`config.mk`:
```
export PLATFORM = sky130hd
export DESIGN_NAME = simt_reconv_stack
export DESIGN_NICKNAME = d
export VERILOG_FILES = /design/src/rtl/dstk_pkg.sv /design/src/rtl/dstk_split_eval.sv /design/src/rtl/dstk_warp_stack.sv /design/src/rtl/simt_reconv_stack.sv
export SDC_FILE = /design/constraint.sdc
export NUM_CORES = 1
export LEC_CHECK = 0
export BUFFER_PORTS_ARGS = -buffer_cell sky130_fd_sc_hd__clkbuf_2
export CAP_MARGIN = 20
export CORE_MARGIN = 4
export CORE_UTILIZATION = 28
export CTS_CLUSTER_SIZE = 30
export DETAILED_ROUTE_END_ITERATION = 6
export SKIP_LAST_GASP = 1
export SLEW_MARGIN = 10
export SYNTH_ARGS = -nofsm -noshare
export SYNTH_HDL_FRONTEND = slang
export SYNTH_SLANG_ARGS = --single-unit
```
`constraint.sdc`:
```
create_clock -name clk -period 11.4 [get_ports clk]
set_input_delay 0 -clock clk [delete_from_list [all_inputs] [get_ports clk]]
set_output_delay 0 -clock clk [all_outputs]
set_load 0.03 [all_outputs]
```
`src/rtl/dstk_pkg.sv`:
```
`timescale 1ns/1ps
package dstk_pkg;

    // Kind of a saved stack entry
    typedef enum logic [1:0] {
        ENT_MARK   = 2'd0,   // uniform split, pop returns same mask
        ENT_REJOIN = 2'd1,   // original mask for reconvergence
        ENT_ELSE   = 2'd2    // not-taken threads plus fall-through PC
    } ent_kind_e;

    typedef enum logic {
        SPLIT_UNIFORM = 1'b0,
        SPLIT_DIVERGE = 1'b1
    } split_kind_e;

    // Stack slots consumed by one split of the given kind
    function automatic int slots_needed(split_kind_e k);
        return (k == SPLIT_DIVERGE) ? 2 : 1;
    endfunction

endpackage

```
`src/rtl/dstk_split_eval.sv`:
```
`timescale 1ns/1ps
module dstk_split_eval
    import dstk_pkg::*;
#(
    parameter int NUM_THREADS = 4
) (
    input  logic [NUM_THREADS-1:0] cur_mask,
    input  logic [NUM_THREADS-1:0] pred,
    output logic [NUM_THREADS-1:0] taken_mask,
    output logic [NUM_THREADS-1:0] else_mask,
    output split_kind_e            kind
);

    always_comb begin
        taken_mask = cur_mask & pred;
        else_mask  = cur_mask & ~pred;
        kind       = ((|taken_mask) && (|else_mask)) ? SPLIT_DIVERGE : SPLIT_UNIFORM;
    end

endmodule

```
`src/rtl/dstk_warp_stack.sv`:
```
`timescale 1ns/1ps
module dstk_warp_stack #(
    parameter int ENT_W = 8,
    parameter int DEPTH = 4,
    parameter int CNT_W = $clog2(DEPTH + 1)
) (
    input  logic             clk,
    input  logic             rst,
    input  logic             push_one,
    input  logic             push_two,
    input  logic             pop,
    input  logic [ENT_W-1:0] ent_lo,   // lower entry (only one when push_one)
    input  logic [ENT_W-1:0] ent_hi,   // upper entry of a double push
    output logic [ENT_W-1:0] top_ent,
    output logic [CNT_W-1:0] count
);

    localparam int IDX_W = (DEPTH > 1) ? $clog2(DEPTH) : 1;

    logic [ENT_W-1:0] mem [DEPTH];
    logic [IDX_W-1:0] wr0_idx, wr1_idx, top_idx;

    always_comb begin
        wr0_idx = IDX_W'(count);
        wr1_idx = IDX_W'(count + CNT_W'(1));
        top_idx = IDX_W'(count - CNT_W'(1));
        top_ent = mem[top_idx];
    end

    always_ff @(posedge clk) begin
        if (rst) begin
            count <= '0;
        end else if (push_two) begin
            mem[wr0_idx] <= ent_lo;
            mem[wr1_idx] <= ent_hi;
            count        <= count + CNT_W'(2);
        end else if (push_one) begin
            mem[wr0_idx] <= ent_lo;
            count        <= count + CNT_W'(1);
        end else if (pop) begin
            count        <= count - CNT_W'(1);
        end
    end

endmodule

```
`src/rtl/simt_reconv_stack.sv`:
```
`timescale 1ns/1ps
module simt_reconv_stack
    import dstk_pkg::*;
#(
    parameter int NUM_WARPS   = 4,
    parameter int NUM_THREADS = 4,
    parameter int DEPTH       = 4,
    parameter int PC_W        = 16,
    parameter int WARP_W      = (NUM_WARPS > 1) ? $clog2(NUM_WARPS) : 1
) (
    input  logic                   clk,
    input  logic                   rst,
    input  logic                   split_valid,
    input  logic [WARP_W-1:0]      split_warp,
    input  logic [NUM_THREADS-1:0] split_mask,
    input  logic [NUM_THREADS-1:0] split_pred,
    input  logic [PC_W-1:0]        split_pc,
    input  logic                   join_valid,
    input  logic [WARP_W-1:0]      join_warp,
    output logic                   sres_valid,
    output logic [WARP_W-1:0]      sres_warp,
    output logic [NUM_THREADS-1:0] sres_mask,
    output logic                   sres_overflow,
    output logic                   jres_valid,
    output logic [WARP_W-1:0]      jres_warp,
    output logic [NUM_THREADS-1:0] jres_mask,
    output logic                   jres_redirect,
    output logic [PC_W-1:0]        jres_pc
);

    localparam int CNT_W = $clog2(DEPTH + 1);

    typedef struct packed {
        ent_kind_e              kind;
        logic [NUM_THREADS-1:0] mask;
        logic [PC_W-1:0]        pc;
    } ent_t;

    localparam int ENT_W = $bits(ent_t);

    // Split classification
    logic [NUM_THREADS-1:0] taken_mask, else_mask;
    split_kind_e            skind;

    dstk_split_eval #(.NUM_THREADS(NUM_THREADS)) u_eval (
        .cur_mask   (split_mask),
        .pred       (split_pred),
        .taken_mask (taken_mask),
        .else_mask  (else_mask),
        .kind       (skind)
    );

    // Per-warp stacks
    logic [NUM_WARPS-1:0][CNT_W-1:0] cnt_all;
    logic [ENT_W-1:0]                top_all [NUM_WARPS];
    logic [NUM_WARPS-1:0]            push_one_w, push_two_w, pop_w;
    ent_t                            ent_lo, ent_hi;

    // Request decode
    logic       split_ovf, split_ok, join_ok, same_warp;
    ent_t       join_top;

    always_comb begin
        same_warp = split_valid && join_valid && (split_warp == join_warp);
        split_ovf = split_valid &&
                    ((int'(cnt_all[split_warp]) + slots_needed(skind)) > DEPTH);
        split_ok  = split_valid && !split_ovf;
        join_ok   = join_valid && !same_warp && (cnt_all[join_warp] != '0);
        join_top  = ent_t'(top_all[join_warp]);

        if (skind == SPLIT_DIVERGE) begin
            ent_lo = '{kind: ENT_REJOIN, mask: split_mask, pc: split_pc};
            ent_hi = '{kind: ENT_ELSE,   mask: else_mask,  pc: split_pc};
        end else begin
            ent_lo = '{kind: ENT_MARK,   mask: split_mask, pc: split_pc};
            ent_hi = '{kind: ENT_MARK,   mask: split_mask, pc: split_pc};
        end
    end

    for (genvar w = 0; w < NUM_WARPS; w++) begin : g_warp
        always_comb begin
            push_two_w[w] = split_ok && (split_warp == WARP_W'(w)) && (skind == SPLIT_DIVERGE);
            push_one_w[w] = split_ok && (split_warp == WARP_W'(w)) && (skind == SPLIT_UNIFORM);
            pop_w[w]      = join_ok  && (join_warp  == WARP_W'(w));
        end

        dstk_warp_stack #(
            .ENT_W (ENT_W),
            .DEPTH (DEPTH),
            .CNT_W (CNT_W)
        ) u_stk (
            .clk      (clk),
            .rst      (rst),
            .push_one (push_one_w[w]),
            .push_two (push_two_w[w]),
            .pop      (pop_w[w]),
            .ent_lo   (ent_lo),
            .ent_hi   (ent_hi),
            .top_ent  (top_all[w]),
            .count    (cnt_all[w])
        );
    end

    // Registered responses
    always_ff @(posedge clk) begin
        if (rst) begin
            sres_valid    <= 1'b0;
            sres_warp     <= '0;
            sres_mask     <= '0;
            sres_overflow <= 1'b0;
            jres_valid    <= 1'b0;
            jres_warp     <= '0;
            jres_mask     <= '0;
            jres_redirect <= 1'b0;
            jres_pc       <= '0;
        end else begin
            sres_valid    <= split_valid;
            sres_warp     <= split_warp;
            sres_overflow <= split_ovf;
            sres_mask     <= (split_ovf || skind == SPLIT_UNIFORM) ? split_mask : taken_mask;

            jres_valid    <= join_ok;
            jres_warp     <= join_warp;
            jres_mask     <= join_top.mask;
            jres_redirect <= (join_top.kind == ENT_ELSE);
            jres_pc       <= (join_top.kind == ENT_ELSE) ? join_top.pc : '0;
        end
    end

endmodule

```
==> flow_summary.ini <==
[run_status]
status = complete, no violations

[synth]
ys_async_sr_fraction = 0
synth_seq_cells = 396
yosysSeqAreaShare = 0.623
netlist.area_leader.share = 0.557
synth_ff_type = edfxtp_1
synth-edff-count = 336
yosysUniqueCellTypes = 47
avgSynthCellArea_um2 = 13.2
syn_nets = 1432
ys_warn_count = 0
synth_top_cell_by_area = edfxtp_1
syn_inst = 1370
ys_top_cells_by_area = edfxtp_1, mux4_2, nor2_1, dfxtp_1, nand2_1
syn_area_um2 = 18100

[placed_design]
placedCellCount = 2210
detailed_place_hpwl_mm = 36.4
io_buffers = 63
postPlaceCellArea_um2 = 19500
gp_congestion = 0.825

[grt]
gr-total-overflow = 0
antenna_found_initial = 4
grt_max_degree = 84
grt_first_pass_wirelength_mm = 77.5
grt_util_all_layers = 0.148
grt_pass1_vias = 11521

[routing]
drt-total-wl_mm = 52.2
vias = 11768
ant_nets = 0
drc = 0
wl_per_cell_um = 22.6
drt_first_pass_iters = 7
drt_iter0_drc = 1419
viasPerCell = 5.10

[timing]
slew_headroom = 0.251
timing.fmax_mhz = 194
worstMarginPinSlew_ps = 1120
rsz0062_at_grt = false
finalSetupTns_ps = 0
finalHoldViolations = 0
period_share = 0.453
fin_crit_ps = 5160
slew_violations = 0
setup_viol = 0
skew_ps = 22.5

[cells_and_area]
nFillCells = 6234
drive_gt1_frac = 0.220
nets = 1488
area_delta_synth_final_pct = 16.9
final_area_um2 = 21200
mostFrequentLayoutCells = edfxtp_1, nor2_1, nand2_1
final_cells = 2307
mostFrequentLayoutCell = edfxtp_1
final_core_util = 0.333

[hold_path]
hold_depth = 3
hp-start = split_pc[4]
hp-class = primary input to register

[setup_path]
path_cells = mux4_2 > ha_1 > inv_1 > fa_1 > nor2b_1 > o21ai_0 > a2111oi_2 > nand2b_1 > nor2_2 > buf_8
cp.buffers_inverters = 2
max_stage_delay_ps = 950
end_kind = register
critPathMaxFanout = 28
crit_cells = 10
r2r_end = g_warp[1].u_stk.mem[0][12]
reg2reg_slack_ps = 6240
r2r-start = g_warp[3].u_stk.count[0]
start_kind = register
required_ps = 11670
cp_data_arrival_time_ps = 5430
critical-path-top-delay-family = simple AND/OR/NAND/NOR gates
cp_slowest_cell = dfxtp_2
reg2reg_depth = 10
critPathKind = register to register
timing.critical_path.from = g_warp[3].u_stk.count[0]
endpoint = g_warp[1].u_stk.mem[0][12]

[power_and_ir_drop]
leakage_uw = 0.00670
vdd_drop_max_mv = 0.0893
p_per_area_nw_per_um2 = 169

[floorplanning]
core-area_um2 = 63500
ios = 64
start_util = 0.285
die_x_um = 262
fp.dieH_um = 262
rows = 92
dieArea_um2 = 68800

[cts]
clk_pin_slew_ps = 60
postCtsSetupRepairBufs = 0
numCtsBuffers = 42
clkLatencyLatePin_ps = 590
cts_resized = 0
h-tree-depth = 2
tritoncts = done
cts_hold_buf = 10
ctsRootBufferMaster = clkbuf_16
cts.sinks = 396
clock_path_buffers = 3

[job]
cap_violations = 0
==> how the worst min path moves through the flow <==
stage / endpoint / slack, ps
after detailed placement: jres_warp[0] / 250
after CTS: sres_mask[0] / 9
after global routing: g_warp[3].u_stk.mem[0][4] / 40
final: g_warp[3].u_stk.mem[2][4] / 30
after global placement: jres_warp[0] / 240
after floorplan: sres_mask[2] / 170
==> sequential cells by signal, indices dropped and copies added (netlist names) <==
| name | flops |
|---|---|
| sres_overflow | 1 |
| jres_warp | 2 |
| sres_mask | 4 |
| sres_valid | 1 |
| g_warp.u_stk.count | 12 |
| g_warp.u_stk.mem | 352 |
| jres_valid | 1 |
| jres_pc | 16 |
| jres_mask | 4 |
| jres_redirect | 1 |
| sres_warp | 2 |
==> worst min-delay path, stage by stage <==
cell and delay [ps]:
clkbuf_2 200, nand2_1 180, nor2_1 70
==> per-layer routing <==
metal  routed length (µm)  share of wire  GRT usage  up-vias
li1                     -              -          -     5217
met1                21500           0.41      0.205     5968
met2                25600           0.49      0.246      513
met3                 4120          0.079     0.0222       70
met4                  959          0.018     0.0348        0
met5                    0              0          0        -
==> power breakdown <==
part	switching, µW	leakage, µW	internal, µW	total (µW)
Sequential	38.0	0.00357	1600	1640
Clock	595	0.000700	845	1440
Combinational	324	0.00243	179	503
Total	957	0.00670	2620	3580
==> cell usage after synthesis, types with 3 or more instances <==
master     count
edfxtp_1     336
nor2_1       321
nand2_1      115
mux4_2       104
dfxtp_1       60
a21oi_1       59
clkbuf_1      59
a311oi_1      49
nor2b_1       44
buf_2         32
ha_1          29
o21ai_0       27
inv_1         25
nand2b_1      12
buf_1         10
o31ai_1        9
and3_1         6
a31oi_1        5
nor3_1         5
nor3_4         5
a2111oi_2      4
a21oi_2        4
a221oi_1       4
a32oi_1        4
nor3b_1        4
nor4_1         4
xnor2_1        4
a21boi_0       3
or3_1          3
==> kinds of logic after synthesis <==
family                   after synthesis  share of synthesized area
flip-flops                           396                      0.623
adder cells (fa/ha/maj)               30                     0.0211
XOR/XNOR                               6                    0.00290
multiplexers                         104                      0.129
buffers and inverters                127                     0.0285
AO/OA/AOI/OAI                        179                     0.0688
AND/OR/NAND/NOR                      528                      0.126
==> per-stage QoR <==
stage / worst slack, ps / hold slack, ps / power, µW
after floorplan: 6540 / 166 / 1970
after global placement: 6050 / 241 / 2140
after detailed placement: 6010 / 248 / 2150
after CTS: 6010 / 9.38 / 3590
after global routing: 5780 / 43.9 / 3700
final: 6240 / 33.3 / 3580
==> layout make-up <==
cell class	instances	area [µm²]	area share
flip-flops and latches	396	11300	0.533
multi-input cells	847	6390	0.302
clock buffers	49	1080	0.0509
well taps	846	1060	0.0500
repair buffers	113	901	0.0425
clock inverters	28	357	0.0168
inverters	26	97.6	0.00461
diodes	2	5.00	0.000236
(Power assumes the default switching activity.)
